**config.mk**
```make
export PLATFORM = sky130hd
export DESIGN_NAME = halfcyc_peak_tracker
export DESIGN_NICKNAME = d
export VERILOG_FILES = /design/src/rtl/pk_magnitude.sv /design/src/rtl/pk_window_ctr.sv /design/src/rtl/pk_cur_arbiter.sv /design/src/rtl/halfcyc_peak_tracker.sv
export SDC_FILE = /design/constraint.sdc
export NUM_CORES = 1
export LEC_CHECK = 0
export ABC_AREA = 1
export ABC_CLOCK_PERIOD_IN_PS = 3380
export CAP_MARGIN = 20
export CORE_MARGIN = 2
export CORE_UTILIZATION = 49
export CTS_BUF_LIST = sky130_fd_sc_hd__clkbuf_2 sky130_fd_sc_hd__clkbuf_4 sky130_fd_sc_hd__clkbuf_8
export CTS_CLUSTER_DIAMETER = 50
export DETAILED_ROUTE_END_ITERATION = 7
export DONT_BUFFER_PORTS = 1
export GPL_ROUTABILITY_DRIVEN = 0
export GPL_TIMING_DRIVEN = 0
export SETUP_SLACK_MARGIN = 0.3
export SLEW_MARGIN = 30
export SYNTH_ARGS = -nofsm -noshare
export SYNTH_HDL_FRONTEND = slang
export SYNTH_SLANG_ARGS = --single-unit
```
**constraint.sdc**
```tcl
create_clock -name clk -period 3.38 [get_ports clk]
set_clock_uncertainty 0.15 [all_clocks]
set_input_delay 0.676 -clock clk [delete_from_list [all_inputs] [get_ports clk]]
set_output_delay 0.676 -clock clk [all_outputs]
set_load 0.005 [all_outputs]
```
**src/rtl/pk_magnitude.sv**
```systemverilog
module pk_magnitude #(
   parameter int W = 24
) (
   input  logic [W-1:0] smp,
   output logic [W-1:0] mag
);
   localparam logic [W-1:0] MOST_NEG = {1'b1, {(W-1){1'b0}}};
   localparam logic [W-1:0] MOST_POS = {1'b0, {(W-1){1'b1}}};

   always_comb begin
      if (!smp[W-1])
         mag = smp;
      else if (smp == MOST_NEG)
         mag = MOST_POS;
      else
         mag = -smp;
   end
endmodule

```
**src/rtl/pk_window_ctr.sv**
```systemverilog
module pk_window_ctr #(
   parameter int WIN_W   = 8,
   parameter int DEF_WIN = 2
) (
   input  logic             clk,
   input  logic             rst_n,
   input  logic             half_cycle,
   input  logic [WIN_W-1:0] win_len,
   input  logic             win_len_wr,
   output logic             win_end,
   output logic [WIN_W-1:0] len_q
);
   localparam logic [WIN_W-1:0] LEN_RST = WIN_W'(DEF_WIN);
   logic [WIN_W-1:0] cnt_q;

   assign win_end = half_cycle && !win_len_wr && (len_q != '0) && (cnt_q == len_q - 1'b1);

   always_ff @(posedge clk or negedge rst_n) begin
      if (!rst_n) begin
         len_q <= LEN_RST;
         cnt_q <= '0;
      end else if (win_len_wr) begin
         len_q <= win_len;
         cnt_q <= '0;
      end else if (win_end) begin
         cnt_q <= '0;
      end else if (half_cycle && len_q != '0) begin
         cnt_q <= cnt_q + 1'b1;
      end
   end
endmodule

```
**src/rtl/pk_cur_arbiter.sv**
```systemverilog
module pk_cur_arbiter #(
   parameter int W   = 24,
   parameter int NCH = 3
) (
   input  logic [NCH-1:0]        sel,
   input  logic [NCH-1:0][W-1:0] mags,
   output logic [W-1:0]          best_mag,
   output logic [NCH-1:0]        best_oh
);
   logic [NCH:0][W-1:0]   stg_mag;
   logic [NCH:0][NCH-1:0] stg_oh;

   assign stg_mag[0] = '0;
   assign stg_oh[0]  = '0;

   for (genvar k = 0; k < NCH; k++) begin : g_stage
      logic take;
      assign take = sel[k] && (mags[k] > stg_mag[k]);
      assign stg_mag[k+1] = take ? mags[k] : stg_mag[k];
      assign stg_oh[k+1]  = take ? NCH'(1) << k : stg_oh[k];
   end

   assign best_mag = stg_mag[NCH];
   assign best_oh  = stg_oh[NCH];
endmodule

```
**src/rtl/halfcyc_peak_tracker.sv**
```systemverilog
module halfcyc_peak_tracker #(
   parameter int SAMP_W  = 24,
   parameter int NCH     = 3,
   parameter int WIN_W   = 8,
   parameter int OUT_W   = 32,
   parameter int DEF_WIN = 2
) (
   input  logic                  clk,
   input  logic                  rst_n,
   input  logic                  v_valid,
   input  logic [SAMP_W-1:0]     v_sample,
   input  logic [NCH-1:0]        i_valid,
   input  logic [NCH*SAMP_W-1:0] i_sample,
   input  logic                  half_cycle,
   input  logic [WIN_W-1:0]      win_len,
   input  logic                  win_len_wr,
   input  logic [NCH-1:0]        ch_en,
   input  logic [1:0]            stat_clr,
   output logic [OUT_W-1:0]      v_peak_out,
   output logic [OUT_W-1:0]      i_peak_out,
   output logic                  v_pk_flag,
   output logic                  i_pk_flag
);
   localparam int V_PAD = OUT_W - SAMP_W;
   localparam int I_PAD = OUT_W - SAMP_W - NCH;

   if (NCH < 1) begin : g_bad_nch
      $error("NCH must be at least 1");
   end
   if (I_PAD < 1) begin : g_bad_outw
      $error("OUT_W must exceed SAMP_W + NCH");
   end
   if (DEF_WIN >= (1 << WIN_W)) begin : g_bad_def
      $error("DEF_WIN does not fit WIN_W");
   end

   logic             win_end;
   logic [WIN_W-1:0] len_q;

   pk_window_ctr #(.WIN_W(WIN_W), .DEF_WIN(DEF_WIN)) u_win (
      .clk(clk), .rst_n(rst_n), .half_cycle(half_cycle),
      .win_len(win_len), .win_len_wr(win_len_wr),
      .win_end(win_end), .len_q(len_q)
   );

   logic [SAMP_W-1:0]          v_mag;
   logic [NCH-1:0][SAMP_W-1:0] i_mag;

   pk_magnitude #(.W(SAMP_W)) u_vmag (.smp(v_sample), .mag(v_mag));

   for (genvar k = 0; k < NCH; k++) begin : g_imag
      pk_magnitude #(.W(SAMP_W)) u_imag (
         .smp(i_sample[k*SAMP_W +: SAMP_W]), .mag(i_mag[k])
      );
   end

   logic [NCH-1:0]    en_eff;
   logic [SAMP_W-1:0] arb_mag;
   logic [NCH-1:0]    arb_oh;

   assign en_eff = (ch_en == '0) ? '1 : ch_en;

   pk_cur_arbiter #(.W(SAMP_W), .NCH(NCH)) u_arb (
      .sel(i_valid & en_eff), .mags(i_mag),
      .best_mag(arb_mag), .best_oh(arb_oh)
   );

   logic [SAMP_W-1:0] v_run_q, i_run_q, v_cand, i_cand;
   logic [NCH-1:0]    i_oh_q, i_oh_cand;
   logic [SAMP_W-1:0] v_pub_q, i_pub_q;
   logic [NCH-1:0]    i_oh_pub_q;

   always_comb begin
      v_cand    = (v_valid && v_mag > v_run_q) ? v_mag : v_run_q;
      i_cand    = i_run_q;
      i_oh_cand = i_oh_q;
      if (arb_oh != '0 && arb_mag > i_run_q) begin
         i_cand    = arb_mag;
         i_oh_cand = arb_oh;
      end
   end

   always_ff @(posedge clk or negedge rst_n) begin
      if (!rst_n) begin
         v_run_q    <= '0;
         i_run_q    <= '0;
         i_oh_q     <= '0;
         v_pub_q    <= '0;
         i_pub_q    <= '0;
         i_oh_pub_q <= '0;
      end else if (win_len_wr || win_end) begin
         v_run_q <= '0;
         i_run_q <= '0;
         i_oh_q  <= '0;
         if (win_end) begin
            v_pub_q    <= v_cand;
            i_pub_q    <= i_cand;
            i_oh_pub_q <= i_oh_cand;
         end
      end else begin
         v_run_q <= v_cand;
         i_run_q <= i_cand;
         i_oh_q  <= i_oh_cand;
      end
   end

   always_ff @(posedge clk or negedge rst_n) begin
      if (!rst_n) begin
         v_pk_flag <= 1'b0;
         i_pk_flag <= 1'b0;
      end else begin
         if (win_end)          v_pk_flag <= 1'b1;
         else if (stat_clr[0]) v_pk_flag <= 1'b0;
         if (win_end)          i_pk_flag <= 1'b1;
         else if (stat_clr[1]) i_pk_flag <= 1'b0;
      end
   end

   assign v_peak_out = {{V_PAD{1'b0}}, v_pub_q};
   assign i_peak_out = {{I_PAD{1'b0}}, i_oh_pub_q, i_pub_q};
endmodule

```
# Word level (Yosys, flattened, before mapping)
# Cells that the tools add are included.
[word_totals]
register_bits = 120
in_bits = 117
output_inout_bits = 66
wordCells = 73
[op_classes]
n_addsub = 6
order_cmp = 5
eq_ne = 5
muxes = 28
n_bitwise = 1
n_reduce_logical = 18
[ops]
columns = ["cell", "n"]
rows = [
  ["24-bit two-way mux", 15],
  ["24-bit == test (second input constant)", 4],
  ["24-bit > comparator", 4],
  ["24-bit negator", 4],
  ["24-bit by 1-bit > comparator with 1-bit output (second input constant)", 1],
  ["8-bit two-way mux", 3],
  ["3-bit two-way mux", 5],
  ["1-bit logical AND", 9],
  ["8-bit by 1-bit adder with 8-bit output (second input constant)", 1],
  ["8-bit == test", 1],
  ["8-bit nonzero test", 1],
  ["8-bit by 1-bit subtractor with 8-bit output (second input constant)", 1],
  ["3-bit nonzero test", 2],
  ["1-bit two-way mux", 5],
  ["2-bit nonzero test", 2],
  ["3-bit bitwise AND", 1],
  ["3-bit zero test", 1],
  ["2-bit AND reduction", 1],
  ["1-bit zero test", 1],
  ["1-bit logical OR", 1],
]

# Longest topological paths before layout
# Gate-level depths: netlist of the first run.
[depth]
ltp_word = 16
depth_mapped = 59
mapped_depth_nobuf = 57

# By module
# From an unflattened synthesis of the first run, not the netlist that was laid out.
[hier_totals]
hier_cells = 2055
area_unflattened_um2 = 12995.0
[by_module_without_submodules]
columns = ["mod", "n_inst", "cells_each", "area_each_um2", "seq_area_each_um2"]
rows = [
  ["halfcyc_peak_tracker", 1, 798, 6034.5, 2602.5],
  ["pk_magnitude", 4, 172, 879.6, 0.0],
  ["pk_cur_arbiter", 1, 404, 2311.0, 0.0],
  ["pk_window_ctr", 1, 165, 1131.1, 401.6],
]

# Worst setup path after synthesis of the first run
# OpenSTA, ideal clock, no wires.
[synth_timing]
kind = "input -> register"
startpoint = "input i_sample[0]"
endpoint = "register i_pub_q[4]"
setup_time_ps = 119
arrival_time_ps = 7484
required_ps = 3111
slack_ps = -4372
cell_stages = 53
n_path_buf = 4
cell_sequence = "inv_1 > ha_1 > nand2_2 > nor2_8 > nand3_4 > nand3_2 > nand3_2 > nor2_1 > nand2_1 > nor2_2 > nand2_4 > buf_6 > nand3_2 > ha_1 > a21oi_1 > nor2_1 > a211oi_1 > o21ai_0 > [... 17 more ...] > o21ai_0 > o21ai_0 > inv_1 > ha_1 > nand2_1 > inv_1 > nand3_1 > nor4_1 > inv_1 > a311oi_1 > nor2_1 > nor2_1 > nand2_1 > nand2_8 > buf_4 > nand3_1 > nand3_1 > nand2_1"
[synth_between]
elab_chain_len = 15
word_cells_on_any_way = 20
cone_classes = "1 x add/sub; 4 x order compare; 1 x eq/ne; 9 x mux; 5 x reduce/logical"
[synth_rtl]
columns = ["item", "line", "rtl"]
rows = [
  ["from (decl)", "halfcyc_peak_tracker.sv:13", "input logic [NCH*SAMP_W-1:0] i_sample,"],
  ["24-bit negator / 24-bit == test (equally long branches)", "pk_magnitude.sv:16, pk_magnitude.sv:13", ""],
  ["24-bit two-way mux", "pk_magnitude.sv:13", "else if (smp == MOST_NEG)"],
  ["24-bit two-way mux *", "pk_magnitude.sv:11", "if (!smp[W-1])"],
  ["24-bit by 1-bit > comparator with 1-bit output", "pk_cur_arbiter.sv:18", "assign take = sel[k] && (mags[k] > stg_mag[k]);"],
  ["1-bit logical AND", "pk_cur_arbiter.sv:18", ""],
  ["24-bit two-way mux", "pk_cur_arbiter.sv:19", "assign stg_mag[k+1] = take ? mags[k] : stg_mag[k];"],
  ["24-bit > comparator", "pk_cur_arbiter.sv:18", ""],
  ["1-bit logical AND", "pk_cur_arbiter.sv:18", ""],
  ["24-bit two-way mux", "pk_cur_arbiter.sv:19", ""],
  ["24-bit > comparator", "pk_cur_arbiter.sv:18", ""],
  ["1-bit logical AND", "pk_cur_arbiter.sv:18", ""],
  ["24-bit two-way mux / 3-bit two-way mux (equally long branches)", "pk_cur_arbiter.sv:19, pk_cur_arbiter.sv:20", ""],
  ["24-bit > comparator / 3-bit nonzero test (equally long branches)", "halfcyc_peak_tracker.sv:77", "if (arb_oh != '0 && arb_mag > i_run_q) begin"],
  ["1-bit logical AND", "halfcyc_peak_tracker.sv:77", ""],
  ["24-bit two-way mux *", "halfcyc_peak_tracker.sv:77", ""],
  ["to (signal assigned)", "halfcyc_peak_tracker.sv:97", "i_pub_q <= i_cand;"],
  ["to (decl)", "halfcyc_peak_tracker.sv:70", "logic [SAMP_W-1:0] v_pub_q, i_pub_q;"],
]
# Mark *: on every way between the ends. The rest lies on a longest branch, timed or not.
# A chain may end at the register's enable or synchronous reset.

# Final worst setup path of the first run
[layout_timing]
startpoint = "input i_sample[0]"
endpoint = "register i_pub_q[17]"
# The elaborated chain is that of the path after synthesis.

==> summary.log, run 1 <==
[run_status] outcome complete, but fails checks
[run_status] violated checks hold timing, setup timing
[timing] Max transition margin 46.4%
[floorplan] Std-Cell Core Area 23,600 µm²
[setup_path] startpoint type of the worst setup path input port
[timing] final worst path period need 7.35 ns
[global_route] number of global-route vias before repair 11,938
[clock_network] CTS max path bufs 2
[global_route] GR Util All Layers 29.3%
[logic_synthesis] synthesis-stage register bit count 120
[clock_network] cell at the root of the clock tree clkbuf_8
[placed_design] instance area at placement 12,600 µm²
[clock_network] clock sink total 120
[setup_path] largest driver fanout on the critical path 8
[power_and_ir_drop] total design power 7.69 mW
[logic_synthesis] Synth top cells by count nand2_1, nor2_1, inv_1, nand3_1, dfrtp_1
[floorplan] y dimension of the die 160 µm
[setup_path] worst-path cell with the longest stage delay nor4_4
[global_route] maximum number of pins on one net before global-route repair 121
[timing] smallest hold slack -0.247 ns
[logic_synthesis] top cells by area in the synthesized netlist dfrtp_1, nand2_1, ha_1, nor2_1, inv_1
[placed_design] number of input and output port buffers inserted 0
[detailed_routing] DRC violation total after the first TritonRoute iteration 905
[timing] count of final setup violators 102
[detailed_routing] Detail Route Antenna Nets 0
[finish] diodes inserted 0
[power_and_ir_drop] Power per Cell Area 482 nW/µm²
[logic_synthesis] cell taking the most area after synthesis dfrtp_1
[floorplan] Starting Density 50.3%
[finish] layout overhead on the synthesized area 34.3%
[setup_path] Crit Path Category input port to flip-flop
[setup_path] Critical Path Max Stage Delay 0.32 ns
[power_and_ir_drop] worst ir drop on vdd 0.000328 V
[finish] share of layout cells above drive strength 1 29.9%
[global_route] total grt overflow 0
[timing] unrepaired setup endpoints after global routing true
[setup_path] data required time at the worst endpoint 3.61 ns
[placed_design] post-placement setup slack -5.25 ns
[flow_run] number of violations of the max-capacitance limit 0
[detailed_routing] average via count per standard cell 5.36
[logic_synthesis] register area share after synthesis 25.3%
[clock_network] count of H-tree levels built during CTS 4
[timing] total negative slack -228.46 ns
[logic_synthesis] Primary FF master, synth dfrtp_1
[logic_synthesis] number of cells produced by synthesis 1,819
[detailed_routing] DR pass1 iterations 5
[logic_synthesis] distinct cell type count of the synthesized netlist 57
[timing] final clock period utilization by the worst path 217%
[detailed_routing] Routed Wire Length 38,300 µm
[logic_synthesis] asr flop ratio synth 100%
[floorplan] Die Span X 160 µm
[timing] final count of hold timing violations 120
[finish] number of nets in the finished design 2,170
[timing] slew at the pin with the worst max-slew slack 0.796 ns
[floorplan] number of ports placed on the die boundary 183
[timing] min setup slack post-route -3.97 ns
[logic_synthesis] number of warnings printed during yosys synthesis 0
[detailed_routing] Wirelength per Cell 16.8 µm
[clock_network] CTS buffer count 17
[logic_synthesis] number of flops mapped to enable cells by yosys 0
[logic_synthesis] top cell type's share of synthesized area 25.1%
[placed_design] final HPWL from detailed placement 27,500 µm
[setup_path] element type at the critical path end flip-flop
[clock_network] TritonCTS clock tree yes
[timing] FMAX 136 MHz
[floorplan] die area 25,500 µm²
[logic_synthesis] cell with the most instances after synthesis nand2_1
[setup_path] WP data arrival 7.58 ns
[worst_hold_path] min-delay worst type input port to async pin
[power_and_ir_drop] leakage power 7.88 nW
[detailed_routing] detailed-route via count 12,222
[floorplan] standard-cell rows 56
[logic_synthesis] summed instance area of the synthesized netlist 11,900 µm²
[timing] final max-slew violation count 0
[global_route] global-route wire length before repair 60,200 µm
[detailed_routing] DRC errors left 0
[finish] fin area 15,900 µm²
[clock_network] clock latency on the worst-skew pair 0.45 ns
[clock_network] Clock transition at path regs 0.09 ns
[logic_synthesis] mean instance size in the synthesized netlist 6.52 µm²
[global_route] number of antenna violations at the first check in global routing 0
==> logic make-up (layout without fill, tap and decap cells) <==
group	after synthesis	after routing	synth area share, %
compound gates	177	177	8.16
xor+xnor	58	58	4.28
fa+ha+maj	103	103	10.9
buf+inv	312	442	11.0
flops	120	120	25.3
other cells	1	13	0.0316
simple gates	1048	1050	40.3
==> metal layers <==
layer  GRT usage, %  part of all wire, %  vias to the layer above
met1           36.3                   42                     5741
li1               -                    -                     6059
met5              0                    0                        -
met3           6.60                  6.4                       59
met2           49.9                   49                      363
met4           10.5                  2.6                        0
==> placed cells by master, fill, tap and decap left out, types with 6 or more instances in the layout <==
cell / Yosys / layout
nand2_1: 497 / 405
nor2_1: 252 / 214
inv_1: 233 / 208
dfrtp_1: 119 / 119
nand3_1: 136 / 86
buf_4: 15 / 85
ha_1: 103 / 72
nand2_2: 5 / 69
nand3_2: 24 / 50
a21oi_1: 54 / 48
nand2_4: 22 / 48
nor2_2: 18 / 44
xor2_1: 34 / 33
o21ai_0: 91 / 33
ha_4: 0 / 31
inv_2: 10 / 28
nand3_4: 1 / 25
o21ai_1: 2 / 25
xnor2_1: 24 / 24
clkbuf_8: 0 / 23
nand4_1: 22 / 22
o21ai_4: 0 / 22
nor3_1: 25 / 18
nor2_4: 2 / 15
buf_6: 4 / 15
clkbuf_1: 28 / 14
o21ai_2: 0 / 13
conb_1: 1 / 13
or2_2: 12 / 11
clkbuf_16: 0 / 11
buf_8: 0 / 10
buf_2: 9 / 8
nor3_2: 3 / 6
==> final timing paths <==
path / slack, ns / from / cells past startpoint / to
worst max-delay path: -3.97 / i_sample[0] / 53 / i_pub_q[17]$_DFFE_PN0P_
worst min-delay path: -0.25 / rst_n / 0 / v_pub_q[12]$_DFFE_PN0P_
worst max register to register: 0.21 / u_win.len_q[1]$_DFFE_PN1P_ / 11 / i_pub_q[17]$_DFFE_PN0P_
worst min register to register: 0.36 / i_pub_q[9]$_DFFE_PN0P_ / 2 / i_pub_q[9]$_DFFE_PN0P_
max in group asynchronous: 3.09 / rst_n / 0 / u_win.len_q[1]$_DFFE_PN1P_
min in group clk: 0.14 / win_len_wr / 1 / u_win.len_q[1]$_DFFE_PN1P_
==> what timing repair did <==
item	in CTS	in global routing
endpoints found under the hold margin	120	120
buffers inserted	59	28
cloned	10	3
pin swaps	58	80
endpoints found under the setup margin	106	104
resized for setup	261	176
==> worst max-delay path, delay by kind of cell <==
family | cells | cell delay (ns)
AOI/OAI and AO/OA | 6 | 0.87
adders and majority gates | 4 | 0.99
buffers and inverters | 12 | 1.53
and+or+nand+nor | 31 | 3.47
==> stage by stage <==
step | utilization (%) | cells
after floorplan | - | 1831
after global placement | 53.4 | 2150
after detailed placement | 53.4 | 2150
after CTS | 63.2 | 2251
after global routing | 67.5 | 2282
final | 67.5 | 2282
==> layout make-up <==
type | instances | area (µm²)
clock buffers | 19 | 262
fillers | 2050 | 7670
clock inverters | 13 | 139
inverters | 250 | 1000
flip-flops and latches | 120 | 3000
well taps | 319 | 399
repair buffers | 98 | 976
multi-input cells | 1401 | 9550
plain buffers | 62 | 609
==> where the power goes <==
group | total (mW) | internal [mW] | switching, mW
clock | 1.34 | 0.643 | 0.700
sequential | 1.89 | 1.73 | 0.163
combinational | 4.46 | 1.87 | 2.59
total | 7.69 | 4.24 | 3.45
==> sequential cells by signal, summed over array words and instances (netlist names) <==
signal and count:
i_oh_pub_q 3, i_oh_q 3, i_pk_flag 1, i_pub_q 24
i_run_q 24, u_win.cnt_q 8, u_win.len_q 8, v_pk_flag 1
v_pub_q 24, v_run_q 24
No activity file was read; power rests on OpenSTA's default activity.
==> run 2: changes to the inputs <==
--- a/config.mk
+++ b/config.mk
@@ -5,7 +5,6 @@
 export SDC_FILE = /design/constraint.sdc
 export NUM_CORES = 1
 export LEC_CHECK = 0
-export ABC_AREA = 1
 export ABC_CLOCK_PERIOD_IN_PS = 3380
 export CAP_MARGIN = 20
 export CORE_MARGIN = 2
==> summary.log, run 2 <==
[run_status] outcome complete, but fails checks
[run_status] violated checks hold timing, setup timing
[detailed_routing] DRC violation total after the first TritonRoute iteration 897
[floorplan] number of ports placed on the die boundary 183
[setup_path] dominant delay contributor by cell family on the critical path compound AO/OA/AOI/OAI gates
[clock_network] CTS buffer count 17
[timing] smallest hold slack -0.237 ns
[finish] fin area 15,500 µm²
[clock_network] TritonCTS clock tree yes
[timing] min setup slack post-route -5.26 ns
[global_route] GR Util All Layers 31.8%
[global_route] number of antenna violations at the first check in global routing 0
[detailed_routing] DR pass1 iterations 5
[logic_synthesis] number of cells produced by synthesis 1,456
[setup_path] Critical Path Max Stage Delay 0.52 ns
[floorplan] Std-Cell Core Area 22,700 µm²
[clock_network] Clock transition at path regs 0.09 ns
[setup_path] element type at the critical path end flip-flop
[finish] share of layout cells above drive strength 1 29.0%
[setup_path] worst-path cell with the longest stage delay or4_4
[finish] Fill cells 1,853
[logic_synthesis] top cells by area in the synthesized netlist dfrtp_1, ha_1, nand2_1, nor2_1, mux2i_1
[setup_path] largest driver fanout on the critical path 7
[floorplan] y dimension of the die 156 µm
[detailed_routing] Max Used Layer met4
[detailed_routing] Wirelength per Cell 20.6 µm
[setup_path] Crit Path Category input port to flip-flop
[logic_synthesis] top cell type's share of synthesized area 26.1%
[finish] diodes inserted 0
[flow_run] number of violations of the max-capacitance limit 0
[logic_synthesis] number of flops mapped to enable cells by yosys 0
[logic_synthesis] cell with the most instances after synthesis nand2_1
[global_route] number of global-route vias before repair 11,373
[logic_synthesis] number of warnings printed during yosys synthesis 0
[power_and_ir_drop] worst ir drop on vdd 0.000270 V
[finish] commonest non-fill, non-tap cell in the layout nand2_1
[finish] number of nets in the finished design 1,843
[global_route] maximum number of pins on one net before global-route repair 121
[timing] final clock period utilization by the worst path 256%
[worst_hold_path] min-delay worst type input port to async pin
[power_and_ir_drop] leakage power 6.50 nW
[logic_synthesis] mean instance size in the synthesized netlist 7.82 µm²
[logic_synthesis] Primary FF master, synth dfrtp_1
[clock_network] CTS max path bufs 2
[floorplan] Die Span X 156 µm
[clock_network] cell at the root of the clock tree clkbuf_8
[timing] slew at the pin with the worst max-slew slack 0.915 ns
[detailed_routing] average via count per standard cell 6.17
[detailed_routing] routed metal-1 wire length 17,100 µm
[timing] count of final setup violators 102
[logic_synthesis] asr flop ratio synth 100%
[floorplan] Starting Density 50.2%
[timing] FMAX 116 MHz
[placed_design] number of input and output port buffers inserted 0
[floorplan] die area 24,500 µm²
[setup_path] Worst R2R Start u_win.len_q[1]$_DFFE_PN1P_
[timing] final count of hold timing violations 119
[detailed_routing] Routed Wire Length 39,500 µm
[clock_network] clock latency on the worst-skew pair 0.45 ns
[logic_synthesis] distinct cell type count of the synthesized netlist 80
[timing] total negative slack -327.55 ns
[setup_path] WP data arrival 8.80 ns
[setup_path] total buffers and inverters traversed by the critical path 12
[setup_path] data required time at the worst endpoint 3.53 ns
[logic_synthesis] cell taking the most area after synthesis dfrtp_1
[finish] layout overhead on the synthesized area 36.0%
[finish] most frequent cells in the layout nand2_1, nor2_1, buf_4, dfrtp_1, ha_1
[setup_path] startpoint type of the worst setup path input port
[detailed_routing] detailed-route via count 11,855
[floorplan] standard-cell rows 55
[logic_synthesis] synthesis-stage register bit count 120
[placed_design] final HPWL from detailed placement 28,500 µm
[placed_design] instance area at placement 12,300 µm²
[logic_synthesis] register area share after synthesis 26.4%
[power_and_ir_drop] Power per Cell Area 410 nW/µm²
[detailed_routing] Detail Route Antenna Nets 0
[global_route] total grt overflow 0
[logic_synthesis] Synth top cells by count nand2_1, nor2_1, dfrtp_1, ha_1, inv_1
[setup_path] worst flop-to-flop path endpoint i_run_q[22]$_DFF_PN0_
[setup_path] FF-to-FF setup slack -0.19 ns
[clock_network] count of H-tree levels built during CTS 4
[global_route] global-route wire length before repair 61,300 µm
[detailed_routing] wire length on met2 18,400 µm
[logic_synthesis] summed instance area of the synthesized netlist 11,400 µm²
[placed_design] post-placement setup slack -7.15 ns
[timing] Max transition margin 38.9%
[timing] final max-slew violation count 0
[setup_path] r2r worst-path depth 11
[timing] final worst path period need 8.64 ns
[timing] unrepaired setup endpoints after global routing true
[detailed_routing] met3 wire length 2580 µm
[clock_network] clock sink total 120
[detailed_routing] DRC errors left 0
[run 2: cell types whose count changed after synthesis, sizes merged, moves of 14 or more]
cell    previous run  this run
nand2            525       161
inv              244        93
nor2             274       139
nand3            161        57
mux2i              0        45
o211ai             5        48
clkbuf            28        61
a21o               0        21
o21a               5        24
a31oi              1        17
o31ai              4        20
or3                2        16
[run 2: area by class of cell]
type | count | area (µm²) | share of cell area (%)
clock buffer | 18 | 248 | 1.60
timing repair buffer | 136 | 1250 | 8.07
tap | 285 | 357 | 2.30
clock inverter | 14 | 161 | 1.04
inverter | 93 | 357 | 2.30
buffer | 92 | 793 | 5.12
sequential | 120 | 3000 | 19.4
multi-input combinational | 1163 | 9330 | 60.2
[run 2: repair_timing]
action | in CTS | in global routing
buffers inserted | 100 | 25
resized for setup | 222 | 130
endpoints found under the hold margin | 120 | 120
pin swaps | 68 | 50
cloned | 8 | 3
endpoints found under the setup margin | 112 | 112
[run 2: layer usage]
metal / vias to the layer above / global-route usage [%]
li1: 5603 / -
met1: 5730 / 42.7
met2: 437 / 52.5
met3: 85 / 5.07
met4: 0 / 9.74
met5: - / 0
[run 2: logic make-up (layout without fill, tap and decap cells)]
| family | after synthesis | after routing | share of synthesized area [%] |
|---|---|---|---|
| other | 1 | 13 | 0.0329 |
| AOI/OAI and AO/OA | 381 | 381 | 22.6 |
| adders and majority gates | 103 | 103 | 11.3 |
| buffers and inverters | 185 | 353 | 6.90 |
| DFF | 120 | 120 | 26.4 |
| muxes | 52 | 52 | 4.65 |
| and+or+nand+nor | 555 | 555 | 23.6 |
| xor gates and xnor gates | 59 | 59 | 4.54 |
[run 2: per-stage QoR]
step | power, mW | utilization (%) | std cells
6_report | 6.35 | 68.2 | 1921
3_5_place_dp | 3.85 | 54.1 | 1753
2_1_floorplan | 3.31 | - | 1468
3_3_place_gp | 3.81 | 54.1 | 1753
4_1_cts | 5.96 | 64.7 | 1893
5_1_grt | 6.70 | 68.2 | 1921
[run 2: worst max path at each step]
stage	slack, ns	endpoint	from	cells past startpoint
floorplan	-5.09	i_pub_q[20]$_DFFE_PN0P_	i_sample[18]	40
global placement	-7.15	i_pub_q[11]$_DFFE_PN0P_	i_sample[0]	43
detailed placement	-7.15	i_pub_q[11]$_DFFE_PN0P_	i_sample[0]	43
CTS	-5.14	i_pub_q[20]$_DFFE_PN0P_	i_sample[0]	45
global route	-5.48	i_pub_q[20]$_DFFE_PN0P_	i_sample[9]	43
finish	-5.26	i_pub_q[20]$_DFFE_PN0P_	i_sample[18]	43
[run 2: power by group]
part	total, mW	internal [mW]	switching, mW
logic	3.24	1.56	1.68
clock network	1.36	0.693	0.664
registers	1.76	1.60	0.154
==> run 3: changes to the inputs <==
--- a/config.mk
+++ b/config.mk
@@ -5,7 +5,7 @@
 export SDC_FILE = /design/constraint.sdc
 export NUM_CORES = 1
 export LEC_CHECK = 0
-export ABC_CLOCK_PERIOD_IN_PS = 3380
+export ABC_CLOCK_PERIOD_IN_PS = 8600
 export CAP_MARGIN = 20
 export CORE_MARGIN = 2
 export CORE_UTILIZATION = 49
==> constraint.sdc (replaced) <==
create_clock -name clk -period 8.6 [get_ports clk]
set_clock_uncertainty 0.15 [all_clocks]
set_input_delay 1.72 -clock clk [delete_from_list [all_inputs] [get_ports clk]]
set_output_delay 1.72 -clock clk [all_outputs]
set_load 0.005 [all_outputs]
==> summary.log, run 3 (synthesis results as in run 2) <==
[setup_path] Critical Path Max Stage Delay 0.52 ns
[power_and_ir_drop] clock group share of total power 22.9%
[timing] final worst path period need 9.71 ns
[setup_path] startpoint type of the worst setup path input port
[run_status] violated checks setup timing
[power_and_ir_drop] worst ir drop on vdd 0.000126 V
[clock_network] TritonCTS clock tree yes
[detailed_routing] average via count per standard cell 6.12
[timing] final max-slew violation count 0
[timing] smallest hold slack 0.367 ns
[detailed_routing] Routed Wire Length 37,600 µm
[power_and_ir_drop] portion of total power attributed to sequential cells 29.3%
[detailed_routing] Detail Route Antenna Nets 0
[global_route] global-route wire length before repair 58,800 µm
[setup_path] element type at the critical path end flip-flop
[finish] final core utilization 63.1%
[clock_network] clock sink total 120
[timing] final count of hold timing violations 0
[setup_path] largest driver fanout on the critical path 9
[floorplan] die area 24,500 µm²
[power_and_ir_drop] power spent charging and discharging nets 878 µW
[timing] FMAX 103 MHz
[clock_network] CTS buffer count 17
[clock_network] count of H-tree levels built during CTS 4
[clock_network] CTS max path bufs 2
[power_and_ir_drop] Internal Pwr Total 1.45 mW
[timing] unrepaired setup endpoints after global routing true
[placed_design] number of input and output port buffers inserted 0
[global_route] total grt overflow 0
[finish] number of nets in the finished design 1,798
[global_route] GR Util All Layers 30.5%
[detailed_routing] DRC errors left 0
[detailed_routing] Wirelength per Cell 20.1 µm
[timing] Max transition margin 42.0%
[power_and_ir_drop] net switching share of the total power 37.8%
[detailed_routing] DR pass1 iterations 5
[timing] slew at the pin with the worst max-slew slack 0.861 ns
[placed_design] final HPWL from detailed placement 28,100 µm
[setup_path] data required time at the worst endpoint 8.76 ns
[finish] most frequent cells in the layout nand2_1, nor2_1, dfrtp_1, ha_1, inv_1
[detailed_routing] detailed-route via count 11,484
[setup_path] worst-path cell with the longest stage delay or4_4
[timing] total negative slack -56.34 ns
[finish] share of layout cells above drive strength 1 21.3%
[setup_path] WP data arrival 9.87 ns
[floorplan] Std-Cell Core Area 22,700 µm²
[finish] layout overhead on the synthesized area 25.7%
[placed_design] instance area at placement 12,200 µm²
[clock_network] number of buffers inserted by hold repair at cts 0
[floorplan] Starting Density 50.2%
[floorplan] y dimension of the die 156 µm
[flow_run] number of violations of the max-capacitance limit 0
[setup_path] Crit Path Category input port to flip-flop
[timing] final clock period utilization by the worst path 113%
[worst_hold_path] min-delay worst type flip-flop to flip-flop
[global_route] number of global-route vias before repair 11,208
[floorplan] number of ports placed on the die boundary 183
[run_status] outcome complete, but fails checks
[timing] min setup slack post-route -1.11 ns
[floorplan] standard-cell rows 55
[setup_path] cell repeated most along the worst path ha_4
[power_and_ir_drop] leakage power 6.18 nW
[power_and_ir_drop] Power per Cell Area 162 nW/µm²
[global_route] maximum number of pins on one net before global-route repair 121
[clock_network] cell at the root of the clock tree clkbuf_8
[clock_network] Clock transition at path regs 0.07 ns
[timing] count of final setup violators 54
[floorplan] Die Span X 156 µm
[worst_hold_path] worst hold stages 2
[finish] diodes inserted 0
[power_and_ir_drop] combinational fraction of design power 47.8%
[global_route] number of antenna violations at the first check in global routing 0
[finish] commonest non-fill, non-tap cell in the layout nand2_1
[clock_network] clock latency on the worst-skew pair 0.45 ns
[finish] fin area 14,300 µm²
[detailed_routing] DRC violation total after the first TritonRoute iteration 802
[setup_path] r2r worst-path depth 11
==> run 3: timing repair <==
item	CTS	global route
resized for setup	134	66
buffers inserted	64	22
pin swaps	57	52
setup endpoints to repair	54	54
cloned	5	0
==> run 3: final timing paths <==
kind                                             from                          to  slack [ns]
min                            v_pub_q[4]$_DFFE_PN0P_      v_pub_q[4]$_DFFE_PN0P_        0.37
max in group asynchronous                       rst_n  u_win.len_q[1]$_DFFE_PN1P_        7.23
max reg2reg                u_win.len_q[0]$_DFFE_PN0P_       v_run_q[21]$_DFF_PN0_        4.88
max                                      i_sample[18]     i_pub_q[20]$_DFFE_PN0P_       -1.11
min reg2reg                    v_pub_q[4]$_DFFE_PN0P_      v_pub_q[4]$_DFFE_PN0P_        0.37
min in group asynchronous                       rst_n      i_pub_q[7]$_DFFE_PN0P_        0.81
==> run 3: layout make-up <==
| class | count | area [µm²] |
|---|---|---|
| Fill cell | 2001 | 8390 |
| Inverter | 93 | 354 |
| Multi-Input combinational cell | 1163 | 8650 |
| Buffer | 92 | 716 |
| Clock buffer | 20 | 263 |
| Sequential cell | 120 | 3000 |
| Timing Repair Buffer | 91 | 827 |
| Clock inverter | 11 | 149 |
| Tap cell | 285 | 357 |
==> run 3: metrics by stage <==
| stage | setup slack (ns) | cells | total power, mW |
|---|---|---|---|
| global route | -1.37 | 1875 | 2.46 |
| CTS | -1.05 | 1853 | 2.25 |
| floorplan | -0.911 | 1468 | 1.29 |
| global placement | -3.00 | 1753 | 1.49 |
| finish | -1.11 | 1875 | 2.32 |
| detailed placement | -3.02 | 1753 | 1.50 |
==> run 3: power by group through the flow <==
| stage | combinational [mW] | sequential, mW | clock, mW |
|---|---|---|---|
| after floorplan | 0.619 | 0.674 | 0 |
| after global placement | 0.801 | 0.688 | 0 |
| after detailed placement | 0.812 | 0.691 | 0 |
| after CTS | 1.03 | 0.681 | 0.540 |
| after global routing | 1.21 | 0.689 | 0.567 |
| final | 1.11 | 0.681 | 0.531 |
==> run 3: worst max-delay path, delay by kind of cell <==
family,cells,cell delay (ns)
AO/OA/AOI/OAI,20,3.76
multiplexers,1,0.23
buffers and inverters,9,1.27
AND/OR/NAND/NOR,7,2.14
adder cells (fa/ha/maj),3,0.72
==> run 3: routing by layer <==
| layer | vias to the layer above | GRT usage (%) | wire (µm) |
|---|---|---|---|
| met5 | - | 0 | 0 |
| met4 | 0 | 11.2 | 1220 |
| met3 | 67 | 4.76 | 2100 |
| met2 | 385 | 51.9 | 18000 |
| met1 | 5534 | 39.2 | 16300 |
| li1 | 5498 | - | - |
